**config.mk**
```make
export PLATFORM = sky130hd
export DESIGN_NAME = uart_mcr_ctrl
export DESIGN_NICKNAME = d
export VERILOG_FILES = /design/src/rtl/uart_mcr_pkg.sv /design/src/rtl/uart_mcr_rst_sync.sv /design/src/rtl/uart_mcr_regs.sv /design/src/rtl/uart_mcr_flow.sv /design/src/rtl/uart_mcr_xon.sv /design/src/rtl/uart_mcr_presc.sv /design/src/rtl/uart_mcr_ctrl.sv
export SDC_FILE = /design/constraint.sdc
export NUM_CORES = 1
export LEC_CHECK = 0
export BUFFER_PORTS_ARGS = -buffer_cell sky130_fd_sc_hd__buf_2
export CELL_PAD_IN_SITES_DETAIL_PLACEMENT = 0
export CELL_PAD_IN_SITES_GLOBAL_PLACEMENT = 2
export CORE_ASPECT_RATIO = 1.2
export CORE_MARGIN = 2
export CORE_UTILIZATION = 21
export DETAILED_ROUTE_END_ITERATION = 7
export PLACE_DENSITY = 0.73
export SYNTH_ARGS = -nofsm -noshare
export SYNTH_HDL_FRONTEND = slang
export SYNTH_SLANG_ARGS = --single-unit
```
**constraint.sdc**
```tcl
create_clock -name clk -period 0.8 [get_ports clk]
set_input_delay 0.04 -clock clk [delete_from_list [all_inputs] [get_ports clk]]
set_output_delay 0.04 -clock clk [all_outputs]
set_load 0.05 [all_outputs]
```
**src/rtl/uart_mcr_pkg.sv**
```systemverilog
package uart_mcr_pkg;
  localparam int unsigned REG_W   = 8;
  localparam int unsigned B_DTR   = 0;
  localparam int unsigned B_RTS   = 1;
  localparam int unsigned B_FSEL  = 2;
  localparam int unsigned B_RSVD  = 3;
  localparam int unsigned B_LOOP  = 4;
  localparam int unsigned B_XANY  = 5;
  localparam int unsigned B_IR    = 6;
  localparam int unsigned B_PRE   = 7;
  localparam logic [REG_W-1:0] RSVD_MASK = REG_W'(1) << B_RSVD;
endpackage

```
**src/rtl/uart_mcr_rst_sync.sv**
```systemverilog
module uart_mcr_rst_sync #(
  parameter int unsigned STAGES = 2
) (
  input  logic clk,
  input  logic rst_n,
  output logic rst_s_n
);
  logic [STAGES-1:0] sync_q;

  always_ff @(posedge clk or negedge rst_n) begin
    if (!rst_n) sync_q <= '0;
    else        sync_q <= {sync_q[STAGES-2:0], 1'b1};
  end

  assign rst_s_n = sync_q[STAGES-1];
endmodule

```
**src/rtl/uart_mcr_regs.sv**
```systemverilog
module uart_mcr_regs
  import uart_mcr_pkg::*;
#(
  parameter int unsigned ADDR_W   = 3,
  parameter int unsigned REG_ADDR = 0
) (
  input  logic              clk,
  input  logic              rst_s_n,
  input  logic              strap_ir_i,
  input  logic              bus_we_i,
  input  logic              bus_re_i,
  input  logic [ADDR_W-1:0] bus_addr_i,
  input  logic [REG_W-1:0]  bus_wdata_i,
  output logic [REG_W-1:0]  bus_rdata_o,
  output logic [REG_W-1:0]  mcr_q_o
);
  localparam logic [ADDR_W-1:0] SEL_ADDR = ADDR_W'(REG_ADDR);

  logic             hit;
  logic             wr_en;
  logic             strap_done_q;
  logic             strap_done_d;
  logic [REG_W-1:0] mcr_d;

  assign hit   = (bus_addr_i == SEL_ADDR);
  assign wr_en = bus_we_i && hit;

  always_comb begin
    strap_done_d = 1'b1;
    mcr_d        = mcr_q_o;
    if (!strap_done_q) mcr_d[B_IR] = strap_ir_i;
    if (wr_en)         mcr_d       = bus_wdata_i;
  end

  always_ff @(posedge clk or negedge rst_s_n) begin
    if (!rst_s_n) strap_done_q <= 1'b0;
    else          strap_done_q <= strap_done_d;
  end

  for (genvar b = 0; b < REG_W; b++) begin : g_bit
    if (RSVD_MASK[b]) begin : g_rsvd
      assign mcr_q_o[b] = 1'b0;
    end else begin : g_store
      logic bit_q;
      always_ff @(posedge clk or negedge rst_s_n) begin
        if (!rst_s_n) bit_q <= 1'b0;
        else          bit_q <= mcr_d[b];
      end
      assign mcr_q_o[b] = bit_q;
    end
  end

  assign bus_rdata_o = (bus_re_i && hit) ? mcr_q_o : '0;
endmodule

```
**src/rtl/uart_mcr_flow.sv**
```systemverilog
module uart_mcr_flow (
  input  logic dtr_bit_i,
  input  logic rts_bit_i,
  input  logic fsel_i,
  input  logic auto_flow_en_i,
  input  logic rx_ready_i,
  input  logic cts_n_i,
  input  logic dsr_n_i,
  output logic dtr_n_o,
  output logic rts_n_o,
  output logic tx_allow_o
);
  logic auto_rts;
  logic auto_dtr;

  assign auto_rts = auto_flow_en_i && !fsel_i;
  assign auto_dtr = auto_flow_en_i &&  fsel_i;

  always_comb begin
    rts_n_o    = auto_rts ? !rx_ready_i : !rts_bit_i;
    dtr_n_o    = auto_dtr ? !rx_ready_i : !dtr_bit_i;
    tx_allow_o = 1'b1;
    if (auto_rts) tx_allow_o = !cts_n_i;
    if (auto_dtr) tx_allow_o = !dsr_n_i;
  end
endmodule

```
**src/rtl/uart_mcr_xon.sv**
```systemverilog
module uart_mcr_xon (
  input  logic clk,
  input  logic rst_s_n,
  input  logic xany_en_i,
  input  logic tx_paused_i,
  input  logic rx_char_stb_i,
  output logic resume_o
);
  logic armed_q;
  logic armed_d;

  assign resume_o = armed_q && xany_en_i && tx_paused_i && rx_char_stb_i;

  always_comb begin
    armed_d = armed_q;
    if (!tx_paused_i) armed_d = 1'b1;
    else if (resume_o) armed_d = 1'b0;
  end

  always_ff @(posedge clk or negedge rst_s_n) begin
    if (!rst_s_n) armed_q <= 1'b1;
    else          armed_q <= armed_d;
  end
endmodule

```
**src/rtl/uart_mcr_presc.sv**
```systemverilog
module uart_mcr_presc #(
  parameter int unsigned DIV = 4
) (
  input  logic clk,
  input  logic rst_s_n,
  input  logic sel_i,
  output logic tick_o
);
  localparam int unsigned CW = (DIV > 2) ? $clog2(DIV) : 1;
  localparam logic [CW-1:0] LAST = CW'(DIV - 1);

  logic          sel_q;
  logic          changed;
  logic [CW-1:0] cnt_q;
  logic [CW-1:0] cnt_d;

  assign changed = (sel_i != sel_q);

  always_comb begin
    if (changed || !sel_i || cnt_q == LAST) cnt_d = '0;
    else                                    cnt_d = cnt_q + CW'(1);
  end

  assign tick_o = !sel_i || (!changed && cnt_q == LAST);

  always_ff @(posedge clk or negedge rst_s_n) begin
    if (!rst_s_n) begin
      sel_q <= 1'b0;
      cnt_q <= '0;
    end else begin
      sel_q <= sel_i;
      cnt_q <= cnt_d;
    end
  end
endmodule

```
**src/rtl/uart_mcr_ctrl.sv**
```systemverilog
module uart_mcr_ctrl
  import uart_mcr_pkg::*;
#(
  parameter int unsigned ADDR_W   = 3,
  parameter int unsigned REG_ADDR = 0,
  parameter int unsigned PRE_DIV  = 4
) (
  input  logic              clk,
  input  logic              rst_n,
  input  logic              strap_ir_i,
  input  logic              bus_we_i,
  input  logic              bus_re_i,
  input  logic [ADDR_W-1:0] bus_addr_i,
  input  logic [7:0]        bus_wdata_i,
  output logic [7:0]        bus_rdata_o,
  output logic [7:0]        mcr_q_o,
  input  logic              auto_flow_en_i,
  input  logic              rx_ready_i,
  input  logic              cts_n_i,
  input  logic              dsr_n_i,
  output logic              dtr_n_o,
  output logic              rts_n_o,
  output logic              tx_allow_o,
  output logic              loopback_en_o,
  output logic              ir_en_o,
  output logic              tx_idle_lvl_o,
  input  logic              tx_paused_i,
  input  logic              rx_char_stb_i,
  output logic              xon_any_en_o,
  output logic              xon_resume_o,
  output logic              baud_tick_o
);
  logic rst_s_n;

  uart_mcr_rst_sync #(.STAGES(2)) rsync_i (
    .clk(clk), .rst_n(rst_n), .rst_s_n(rst_s_n)
  );

  uart_mcr_regs #(.ADDR_W(ADDR_W), .REG_ADDR(REG_ADDR)) regs_i (
    .clk(clk), .rst_s_n(rst_s_n), .strap_ir_i(strap_ir_i),
    .bus_we_i(bus_we_i), .bus_re_i(bus_re_i), .bus_addr_i(bus_addr_i),
    .bus_wdata_i(bus_wdata_i), .bus_rdata_o(bus_rdata_o), .mcr_q_o(mcr_q_o)
  );

  uart_mcr_flow flow_i (
    .dtr_bit_i(mcr_q_o[B_DTR]), .rts_bit_i(mcr_q_o[B_RTS]),
    .fsel_i(mcr_q_o[B_FSEL]), .auto_flow_en_i(auto_flow_en_i),
    .rx_ready_i(rx_ready_i), .cts_n_i(cts_n_i), .dsr_n_i(dsr_n_i),
    .dtr_n_o(dtr_n_o), .rts_n_o(rts_n_o), .tx_allow_o(tx_allow_o)
  );

  uart_mcr_xon xon_i (
    .clk(clk), .rst_s_n(rst_s_n), .xany_en_i(mcr_q_o[B_XANY]),
    .tx_paused_i(tx_paused_i), .rx_char_stb_i(rx_char_stb_i),
    .resume_o(xon_resume_o)
  );

  uart_mcr_presc #(.DIV(PRE_DIV)) presc_i (
    .clk(clk), .rst_s_n(rst_s_n), .sel_i(mcr_q_o[B_PRE]), .tick_o(baud_tick_o)
  );

  assign loopback_en_o = mcr_q_o[B_LOOP];
  assign xon_any_en_o  = mcr_q_o[B_XANY];
  assign ir_en_o       = mcr_q_o[B_IR];
  assign tx_idle_lvl_o = !mcr_q_o[B_IR];
endmodule

```
======== Word-level counts from Yosys, hierarchy flattened ========
Index checks and enable logic that the tools add are counted.
storage, ports and cells
  register bits after elaboration ......... 14
  input port bits ......................... 22
  output and inout bits ................... 25
  word-level logic and storage cells ...... 48
cells by class
  add/sub/neg operators ................... 1
  eq/ne operators ......................... 4
  mux-type cells .......................... 10
  reductions and logical operators ........ 21
operator list
  cell                                                             number
  1-bit logical NOT                                                9
  1-bit logical AND                                                8
  8-bit 2-to-1 mux                                                 1
  1-bit 2-to-1 mux                                                 7
  7-bit 2-to-1 mux                                                 1
  2-bit by 1-bit != test with 1-bit output, second input constant  2
  3-bit logical NOT                                                1
  1-bit logical OR                                                 3
  2-bit by 1-bit adder with 2-bit output, second input constant    1
  2-bit equality test, second input constant                       1
  2-bit 2-to-1 mux                                                 1
  1-bit != test                                                    1

======== Longest topological paths before layout ========
Gate-level depths: netlist of the first run.
  depth in word-level cells ............... 5
  mapped depth ............................ 3
  mapped depth without buffers ............ 3

======== Hierarchy ========
From an unflattened synthesis of the first run, not the netlist that was laid out.
second synthesis, totals
  cell total of the unflattened synthesis .. 62
  area total of the unflattened synthesis .. 748.2 sq um
modules (own cells, without submodules)
  module             times used  cells each  area an instance (sq um)
  uart_mcr_regs      1           36          450.4
  uart_mcr_presc     1           9           122.6
  uart_mcr_rst_sync  1           3           53.8
  uart_mcr_xon       1           4           50.0
  uart_mcr_flow      1           6           45.0
  uart_mcr_ctrl      1           4           26.3

======== Worst setup path before layout of the first run ========
No wires, ideal clock.
  path type ............................... reg2out
  start point ............................. reg regs_i.g_bit[7].g_store.bit_q
  end point ............................... out baud_tick_o
  data arrival time ....................... 1.755 ns
  required time ........................... 0.760 ns
  slack ................................... -0.995 ns
  stages on the path, launching flop included .. 3
  buffers on the path ..................... 0
  cell sequence ........................... dfrtp_1 -> ha_1 -> o21ai_0
on the way
  cells in the longest elaborated chain, start to end .. 4
  elaborated cells between the ends (all ways) .. 5
ends and longest elaborated chain
  element                 line                  source
  from (decl)             uart_mcr_regs.sv:44   logic bit_q;
  from (signal assigned)  uart_mcr_regs.sv:47   else bit_q <= mcr_d[b];
  1-bit != test           uart_mcr_presc.sv:17  assign changed = (sel_i != sel_q);
  1-bit logical NOT       uart_mcr_presc.sv:24  assign tick_o = !sel_i || (!changed && cnt_q == LAST);
  1-bit logical AND       uart_mcr_presc.sv:24
  1-bit logical OR (*)    uart_mcr_presc.sv:24
  to (decl)               uart_mcr_ctrl.sv:31   output logic baud_tick_o
Every way passes the cells marked *; elsewhere a longest branch is shown, timed or not.

======== Final worst setup path of the first run ========
  start point ............................. reg regs_i.g_bit[2].g_store.bit_q
  end point ............................... out rts_n_o
on the way
  cells in the longest elaborated chain, start to end .. 3
ends and longest elaborated chain
  element                 line                 source
  from (decl)             uart_mcr_regs.sv:44
  from (signal assigned)  uart_mcr_regs.sv:47
  1-bit logical NOT       uart_mcr_flow.sv:16  assign auto_rts = auto_flow_en_i && !fsel_i;
  1-bit logical AND       uart_mcr_flow.sv:16
  1-bit 2-to-1 mux        uart_mcr_flow.sv:20  rts_n_o = auto_rts ? !rx_ready_i : !rts_bit_i;
  to (decl)               uart_mcr_ctrl.sv:22  output logic rts_n_o,
Every way passes these cells.

==> results of run 1 <==
[registers in the layout, indices dropped and copies added, names as in the netlist]
signal and count:
presc_i.sel_q 1, xon_i.armed_q 1, regs_i.strap_done_q 1, presc_i.cnt_q 2
regs_i.g_bit.g_store.bit_q 7, rsync_i.sync_q 2
[cells by family after synthesis]
group                    after synthesis
AO/OA/AOI/OAI                          2
flip-flops                            14
buffers and inverters                 12
adder cells (fa/ha/maj)                2
AND/OR/NAND/NOR                       15
other                                  2
multiplexers                          11
[Yosys cell counts]
cell type,instances
nor2b_1,1
and3_1,1
and2_2,7
ha_1,2
o21ai_0,1
dfstp_2,1
nor3b_1,1
dfrtp_1,13
mux2i_1,2
conb_1,2
and4_1,1
nor4b_4,1
nand2_1,2
buf_4,9
inv_1,3
nor4b_1,1
mux2_2,9
a21oi_1,1
[area by class of cell]
class,instances,area share
multi-input combinational,34,0.282
clock buffer,4,0.0282
timing repair buffer,66,0.428
inverter,3,0.00861
tap,37,0.0290
sequential,14,0.225
[through the flow]
| stage | util | hold slack (ps) | power (mW) | setup WS, ps | instances |
|---|---|---|---|---|---|
| detailed placement | 0.340 | -171 | 2.26 | -392 | 141 |
| floorplan | - | -256 | 2.03 | -364 | 60 |
| global route | 0.483 | 31.8 | 3.70 | -544 | 158 |
| finish | 0.483 | 28.3 | 3.52 | -501 | 158 |
| global placement | 0.340 | -174 | 2.24 | -346 | 141 |
| CTS | 0.443 | 27.9 | 3.29 | -508 | 153 |
[cells in the final DEF (no fill, tap or decap), drive strengths merged]
| cell | count |
|---|---|
| nor2b | 1 |
| a21oi | 1 |
| inv | 3 |
| buf | 64 |
| and3 | 1 |
| dfrtp | 13 |
| o21ai | 1 |
| nand2 | 2 |
| dlygate4sd3 | 2 |
| conb | 4 |
| mux2i | 2 |
| and4 | 1 |
| ha | 2 |
| and2 | 7 |
| nor3b | 1 |
| dfstp | 1 |
| mux2 | 9 |
| nor4b | 2 |
| clkbuf | 4 |
[repair_timing]
action                                 CTS  global route
buffers inserted                         6             5
pin swaps                                3             4
gates resized for setup                 73            23
hold buffers                             2             0
endpoints found under the hold margin    3             0
setup endpoints to repair               33            33
cloned                                   0             0
[metal layers]
| metal | share of wire | GRT usage | vias up |
|---|---|---|---|
| met1 | 0.33 | 0.0939 | 314 |
| met4 | 0.013 | 0.0349 | 0 |
| met2 | 0.58 | 0.216 | 29 |
| li1 | - | - | 305 |
| met5 | 0 | 0 | - |
| met3 | 0.076 | 0.0321 | 5 |
[power by group]
part | total, mW | switching (mW) | internal, mW | leakage [nW]
registers | 0.992 | 0.150 | 0.842 | 0.162
logic | 1.95 | 0.952 | 0.997 | 0.574
clock network | 0.581 | 0.230 | 0.352 | 0.0228
[critical path, cell delays in order, from the launching register on]
cell and delay [ps]:
dfrtp_2 450, nor2b_4 160, mux2i_4 230, buf_6 170
[how the worst max path moves through the flow]
stage	startpoint	end	slack, ps	cells past startpoint
floorplan	regs_i.g_bit[6].g_store.bit_q$_DFFE_PN0P_	regs_i.g_bit[6].g_store.bit_q$_DFFE_PN0P_	-360	2
global placement	regs_i.g_bit[2].g_store.bit_q$_DFFE_PN0P_	rts_n_o	-350	3
detailed placement	regs_i.g_bit[2].g_store.bit_q$_DFFE_PN0P_	rts_n_o	-390	3
CTS	regs_i.g_bit[2].g_store.bit_q$_DFFE_PN0P_	rts_n_o	-510	3
global route	regs_i.g_bit[2].g_store.bit_q$_DFFE_PN0P_	rts_n_o	-540	3
finish	regs_i.g_bit[2].g_store.bit_q$_DFFE_PN0P_	rts_n_o	-500	3
==> impl_results.md, run 1 <==
* Status: finished, violations left
* Failing checks: negative setup slack
* Die H at between 60 and 70 um
* Post-Syn Area at about 700 um^2
* Cells after synthesis at 58
* RR Startpoint: regs_i.g_bit[2].g_store.bit_q$_DFFE_PN0P_
* Worst Skew at 3.42 ps
* Multi-input gate area in the final layout at 450 um^2
* Top achievable clock speed at about 0.77 GHz
* Synth Area in Adders at 0.0350
* Drt pass-1 iters at 2
* Share of cells above drive strength 1 at 0.876
* Routed len/inst at 11.8 um
* Fillers at 303
* Total wire length at 1870 um
* Initial Util at 0.216
* Root buf cell: clkbuf_8
* Fin area at about 1600 um^2
* H-tree depth at 1
* Nets at 146
* FF+latch area at 359 um^2
* Rows at 23
* Vias at 653
* ANT nets after route at 0
* Iter 0 DRT Violations at 11
* Crit Path Max Fanout at 5
* Area leader, netlist: dfrtp_1
* Grt ovf at 0
* Mux share of post-synthesis cell area at 0.170
* Largest family of logic cells by synthesized area: simple AND/OR/NAND/NOR gates
* Max-Cap Viols at 0
* I/O Buffers at 43
* Vias in the first global route at 709
* Critical path type: register to output pin
* Hold Crit Class: primary input to register
* Setup TNS at -7670 ps
* Simple-Gate Fraction of Synth Area at 0.170
* R2r worst-path depth at 3
* Clock transition at the registers of the reported paths at roughly 50 ps
* Core area at 3310 um^2
* Placed Area at about 1100 um^2
* Worst Hold Endpoint: regs_i.g_bit[7].g_store.bit_q$_DFFE_PN0P_
* HPWL Detailed at 1370 um
* Final worst-path cycle share at 1.63
* Die area at 3890 um^2
* Clock period minus worst slack at 1300 ps
* Vias/cell at between 4 and 5
* Top post-synthesis cells by area: dfrtp_1, mux2_2, buf_4
* Die width at 57.3 um
* CTS Buf Count at 3
* Synth Warn # at 0
* Worst-skew pair later-pin latency at between 200 and 250 ps
* Ant. Diodes at 0
* Register-to-register setup slack at -280 ps
* P_leak at ~0.76 nW
* Critical Path End Type: output pin
* RSZ-0062 raised after global routing: true
* Area Growth Syn to Fin at 123%
* Initial antenna violation count at 0
* DRC Markers at 0
* Syn avg cell area at ~12 um^2
* Top Ports at 47
* Tot GR Track Use at 0.104
* CP arrival at 1260 ps
* #FFs+latches synth at 14
* RR Endpoint: regs_i.g_bit[2].g_store.bit_q$_DFFE_PN0P_
* CTS tree: built
* Clk sinks at 14
* Startpoint class of the critical path: register
* Sequential fraction of the synthesis area at 0.491
* Req. time, crit path at 760 ps
* Min-Delay Path Depth at 2
* Largest net degree at the start of global routing at 11
* Global-route wire length before repair at 3060 um
* Compound-Gate Fraction of Synth Area at 0.0140
* Final setup violation count at 33
* GP Congestion at 0.617
* Netlist cell types at 18
* Slack of the critical path at -501 ps
* Clock buffer depth at 2
* Final Hold Fails at 0
* Final Slew Violations at 0
* Min-delay src: bus_wdata_i[7]
* Synth Area in XOR/XNOR at 0
* Share of the synthesized area in the top cell type at 0.455
* PwrDens at 2200 nW/um^2
* VDD IR max at approximately 1.4 mV
Power figures use the tool's default switching activity.
==> run 2: changes to the inputs <==
SKIP_CTS_REPAIR_TIMING = 1   (was default)
==> run 2 against run 1 <==
  * The flow still finishes with violations (negative setup slack)
  * Non-clock buffer count fell by 7
  * Clock skew barely moved
  * Clock power barely moved
  * Sequential share of layout area rose by 1.7 points
  * Global-route usage fell by 1.2 points
  * Utilization fell by 3.4 points
  * Die area did not move
  * Combinational power fell by 12%
  * Fmax rose by 0.73%
  * Wire length fell by 2.4%
  * Critical endpoint unchanged
  * Highest routed layer unchanged
==> impl_results.md, run 2 (same netlist as run 1, synthesis figures left out) <==
* Status: finished, violations left
* Failing checks: negative setup slack
* RSZ-0062 raised after global routing: true
* Area Growth Syn to Fin at 108%
* Total chip power at 3.28 mW (-7.0%)
* Max-Cap Viols at 0 (unchanged)
* Final worst-path cycle share at 1.61 (-0.0117)
* Clock period minus worst slack at 1290 ps (-9.37 ps)
* Cells after DPL at 141 (unchanged)
* Slack of the critical path at -492 ps (+9.37 ps)
* CTS tree: built
* ANT nets after route at 0 (unchanged)
* Worst-skew pair later-pin latency at 240 ps (about the same)
* H-tree depth at 1 (unchanged)
* Initial antenna violation count at 0 (unchanged)
* Setup TNS at -6850 ps (+823 ps)
* Top Ports at 47 (unchanged)
* Core area at 3310 um^2 (unchanged)
* CTS Buf Count at 3 (unchanged)
* Final Slew Violations at 0 (unchanged)
* CP max stage delay at 450 ps (about the same)
* Drt pass-1 iters at 2 (unchanged)
* Clk sinks at 14 (unchanged)
* Die H at 68.0 um (unchanged)
* DRC Markers at 0 (unchanged)
* Slowest stage cell, crit path: dfrtp_2
* Commonest cells after routing, fill and taps aside: buf_2, buf_6, buf_8, mux2_4, buf_4
* VDD IR max at 1.28 mV (-7.7%)
* Max reg flops at 7 (unchanged)
* Routed len/inst at 12.1 um (+2.1%)
* Nets at 139 (-4.8%)
* Final Instance Count excl. Fillers at 151 (-4.4%)
* Req. time, crit path at 760 ps (about the same)
* Global-route wire length before repair at 2710 um (-11%)
* Ant. Diodes at 0 (unchanged)
* Top flop regs: regs_i.g_bit.g_store.bit_q: 7 flops, presc_i.cnt_q: 2 flops, rsync_i.sync_q: 2 flops
* Worst-path cell chain: nor2b_4 -> mux2i_4 -> buf_6
* Clock transition at the registers of the reported paths at 50 ps (about the same)
* PwrDens at 2200 nW/um^2 (about the same)
* Crit Path Max Fanout at 4 (-1)
* Rows at 23 (unchanged)
* Commonest non-fill, non-tap cell in the layout: buf_2
* Vias/cell at 4.13 (about the same)
* Largest net degree at the start of global routing at 11 (unchanged)
* Die width at 57.3 um (unchanged)
* Total wire length at 1820 um (-2.4%)
* Root buf cell: clkbuf_8
* Critical path type: register to output pin
* Vias at 624 (-4.4%)
* Share of cells above drive strength 1 at 0.860 (-0.0164)
* Fin util at 0.449 (-0.0340)
* Iter 0 DRT Violations at 15 (+4)
* I/O Buffers at 43 (unchanged)
* Biggest register: regs_i.g_bit.g_store.bit_q
* Clock buffer depth at 2 (unchanged)
* Top achievable clock speed at 0.774 GHz (+0.73%)
* Hold Crit Class: primary input to register
* Critical Path End Type: output pin
* P_leak at 0.708 nW (-6.7%)
* Final Hold Fails at 0 (unchanged)
* CP arrival at 1250 ps (about the same)
* GP Congestion at 0.617 (unchanged)
* Initial Util at 0.216 (unchanged)
* Die area at 3890 um^2 (unchanged)
* Pre-CTS WS at -392 ps (unchanged)
* Worst Skew at 3.82 ps (+0.396 ps)
* Vias in the first global route at 616 (-13%)
* Tot GR Track Use at 0.0916 (-0.0124)
* Final setup violation count at 33 (unchanged)
* Grt ovf at 0 (unchanged)
* HPWL Detailed at 1370 um (unchanged)
* Startpoint class of the critical path: register
-- run 2: cell types whose count changed in the layout (fill, tap and decap cells not counted), sizes merged --
cell and delta:
buf -7
-- run 2: path summary, 6_finish.rpt --
kind	start	cells past startpoint	slack (ps)	to
setup / recovery	regs_i.g_bit[2].g_store.bit_q$_DFFE_PN0P_	3	-490	rts_n_o
hold / removal	bus_wdata_i[7]	2	30	regs_i.g_bit[7].g_store.bit_q$_DFFE_PN0P_
setup reg to reg	regs_i.g_bit[2].g_store.bit_q$_DFFE_PN0P_	3	-280	regs_i.g_bit[2].g_store.bit_q$_DFFE_PN0P_
hold reg to reg	rsync_i.sync_q[1]$_DFF_PN0_	0	60	regs_i.strap_done_q$_DFF_PN0_
max in group asynchronous	rsync_i.sync_q[1]$_DFF_PN0_	1	360	xon_i.armed_q$_DFFE_PN1P_
min in group asynchronous	rsync_i.sync_q[1]$_DFF_PN0_	0	60	regs_i.strap_done_q$_DFF_PN0_
-- run 2: where the power goes --
part,internal (mW),switching [mW],total [mW]
Combinational,0.799,0.907,1.71
Sequential,0.842,0.149,0.991
Clock,0.351,0.228,0.580
-- run 2: cell type report --
type,count,area (um^2)
repair buffers,59,577
flip-flops and latches,14,359
well taps,37,46.3
inverters,3,13.8
fillers,318,1820
multi-input cells,34,445
clock buffers,4,45.0
-- run 2: routing by layer --
layer,part of all wire,vias to the layer above,GRT usage
met5,0,-,0
met4,0.014,0,0.0262
met3,0.078,5,0.0340
met2,0.58,29,0.180
met1,0.33,300,0.0893
li1,-,290,-
-- run 2: through the flow --
step | area (um^2) | hold slack [ps]
2_1_floorplan | 850 | -256
3_3_place_gp | 1120 | -174
3_5_place_dp | 1120 | -171
4_1_cts | 1170 | -431
5_1_grt | 1490 | 32.0
6_report | 1490 | 27.8
-- run 2: worst max-delay path, delay by kind of cell, from the launching register on --
kind,cells,cell delay (ps)
mux,1,230
flops,1,450
buf+inv,1,170
simple gates,1,160
==> run 3: changes to the inputs <==
==> constraint.sdc (replaced) <==
create_clock -name clk -period 0.8 [get_ports clk]
set_input_delay 0.04 -clock clk [delete_from_list [all_inputs] [get_ports clk]]
set_output_delay 0.04 -clock clk [all_outputs]
set_load 0.005 [all_outputs]
==> run 3 against run 2 <==
  * The flow still finishes with violations (negative setup slack)
  * First-iteration DRC count shrank 67%
  * Critical path depth is the same
  * Fmax grew 8.7%
  * Sequential power shrank 3.5%
==> impl_results.md, run 3 (same netlist as run 1, synthesis figures left out) <==
* Max reg flops at 7 (unchanged)
* Vias/cell at 4.05 (-2.1%)
* Failing checks: negative setup slack
* Internal power at 1.87 mW (-5.9%)
* Clock transition at the registers of the reported paths at 50 ps (about the same)
* Core area at 3310 um^2 (unchanged)
* Switching pwr at 0.630 mW (-51%)
* Commonest non-fill, non-tap cell in the layout: buf_2
* Share of power burned in registers at 0.382 (+0.080)
* Slowest stage cell, crit path: dfrtp_1
* Top Ports at 47 (unchanged)
* Cell family with most CP delay: flip-flops
* Root buf cell: clkbuf_8
* Switch share at 0.252 (-0.140)
* Die H at 68.0 um (unchanged)
* PwrDens at 1870 nW/um^2 (-15%)
* Routed len/inst at 11.7 um (-2.8%)
* Placed Area at 1010 um^2 (-10%)
* Final worst-path cycle share at 1.48 (-0.130)
* Max-Cap Viols at 0 (unchanged)
* I/O Buffers at 43 (unchanged)
* Iter 0 DRT Violations at 5 (-10)
* Status: finished, violations left
* Worst-skew pair later-pin latency at 240 ps (about the same)
* Slack of the critical path at -388 ps (+104 ps)
* Area Growth Syn to Fin at 87.4%
* Grt ovf at 0 (unchanged)
* Clock buffer depth at 2 (unchanged)
* Die area at 3890 um^2 (unchanged)
* CP max stage delay at 420 ps (-30 ps)
* Final setup violation count at 32 (-3.0%)
* WL met1 at 583 um (-1.5%)
* Crit Path Max Fanout at 2 (-2)
* Vias at 615 (-1.4%)
* Largest net degree at the start of global routing at 9 (-2)
* Ant. Diodes at 0 (unchanged)
* H-tree depth at 1 (unchanged)
* Rows at 23 (unchanged)
* CTS tree: built
* Critical path type: register to output pin
* Worst-path cell chain: ha_4 -> o21ai_2 -> buf_2
* Power share of the clock group at 0.264 (+0.087)
* VDD IR max at 1.23 mV (-4.0%)
* Die width at 57.3 um (unchanged)
* P_leak at 0.680 nW (-3.9%)
* Global-route wire length before repair at 2440 um (-9.9%)
* Worst Skew at 3.39 ps (-0.430 ps)
* Top achievable clock speed at 0.842 GHz (+8.7%)
* Clk sinks at 14 (unchanged)
* ANT nets after route at 0 (unchanged)
* Clock period minus worst slack at 1190 ps (-104 ps)
* Top flop regs: regs_i.g_bit.g_store.bit_q: 7 flops, presc_i.cnt_q: 2 flops, rsync_i.sync_q: 2 flops
* CTS Buf Count at 3 (unchanged)
* Hold Crit Class: primary input to register
* Req. time, crit path at 760 ps (about the same)
* HPWL Detailed at 1290 um (-5.9%)
* Commonest cells after routing, fill and taps aside: buf_2, buf_6, dfrtp_1, and2_4, mux2_4
* Final Hold Fails at 0 (unchanged)
* Nets at 140 (+0.72%)
* Fillers at 324 (+1.9%)
* Fin area at 1340 um^2 (-9.8%)
* WHS at 30.1 ps (+2.32 ps)
* CP arrival at 1150 ps (-100 ps)
* Drt pass-1 iters at 3 (+1)
* Initial antenna violation count at 0 (unchanged)
* DRC Markers at 0 (unchanged)
* Total chip power at 2.50 mW (-24%)
* Share of cells above drive strength 1 at 0.800 (-0.0596)
* Startpoint class of the critical path: register
* Critical Path End Type: output pin
* Tot GR Track Use at 0.0836 (-0.00800)
* GP Congestion at 0.608 (-1.5%)
* RSZ-0062 raised after global routing: true
* Total wire length at 1780 um (-2.2%)
* Initial Util at 0.216 (unchanged)
* Crit path buf inv count at 1 (unchanged)
* Biggest register: regs_i.g_bit.g_store.bit_q
* Logic gate share of total power at 0.355 (-0.166)
* Final Slew Violations at 0 (unchanged)
* Vias in the first global route at 599 (-2.8%)
* Max layer used: met4
* Metal2 WL at 1060 um (unchanged)
* Routed wl met3 at 117 um (-18%)
[run 3: cell types whose count changed in the layout (fill, tap and decap cells not counted), sizes merged]
cell / previous run / this run
buf: 57 / 58
[run 3: power groups by stage]
stage / clock (mW) / sequential, mW / combinational (mW)
floorplan: 0 / 0.931 / 0.341
global placement: 0 / 0.930 / 0.528
detailed placement: 0 / 0.937 / 0.540
CTS: 0.690 / 0.927 / 0.543
global route: 0.742 / 0.973 / 0.959
finish: 0.660 / 0.956 / 0.888
[run 3: per-layer routing]
| layer | vias to the layer above | global-route usage |
|---|---|---|
| met5 | - | 0 |
| met4 | 0 | 0.0349 |
| met3 | 2 | 0.0359 |
| met2 | 26 | 0.159 |
| met1 | 290 | 0.0777 |
| li1 | 297 | - |
[run 3: final cells by class]
class / count / area [um^2] / area share
Timing Repair Buffer: 60 / 485 / 0.362
Multi-Input combinational cell: 34 / 390 / 0.291
Sequential cell: 14 / 353 / 0.263
Clock buffer: 4 / 55.1 / 0.0410
Tap cell: 37 / 46.3 / 0.0345
Inverter: 3 / 11.3 / 0.00840
[run 3: worst paths after layout]
check	startpoint	end	slack (ps)	cells past startpoint
setup / recovery	regs_i.g_bit[7].g_store.bit_q$_DFFE_PN0P_	baud_tick_o	-390	3
hold / removal	bus_wdata_i[7]	regs_i.g_bit[7].g_store.bit_q$_DFFE_PN0P_	30	2
setup reg to reg	regs_i.strap_done_q$_DFF_PN0_	regs_i.g_bit[6].g_store.bit_q$_DFFE_PN0P_	-240	2
hold reg to reg	rsync_i.sync_q[1]$_DFF_PN0_	regs_i.g_bit[7].g_store.bit_q$_DFFE_PN0P_	70	0
max in group asynchronous	rsync_i.sync_q[1]$_DFF_PN0_	regs_i.g_bit[2].g_store.bit_q$_DFFE_PN0P_	380	1
min in group asynchronous	rsync_i.sync_q[1]$_DFF_PN0_	regs_i.g_bit[7].g_store.bit_q$_DFFE_PN0P_	70	0
[run 3: metrics by stage]
| stage | util | worst slack, ps | TNS (ps) | std cells |
|---|---|---|---|---|
| 2_1_floorplan | - | -222 | -1530 | 60 |
| 3_3_place_gp | 0.304 | -286 | -3590 | 139 |
| 3_5_place_dp | 0.304 | -300 | -4140 | 139 |
| 4_1_cts | 0.321 | -421 | -5070 | 143 |
| 5_1_grt | 0.405 | -451 | -6450 | 152 |
| 6_report | 0.405 | -388 | -5240 | 152 |
[run 3: worst register-to-register path: cells and delay by family, from the launching register on]
kind | cells | cell delay, ps
DFF | 1 | 370
muxes | 2 | 550
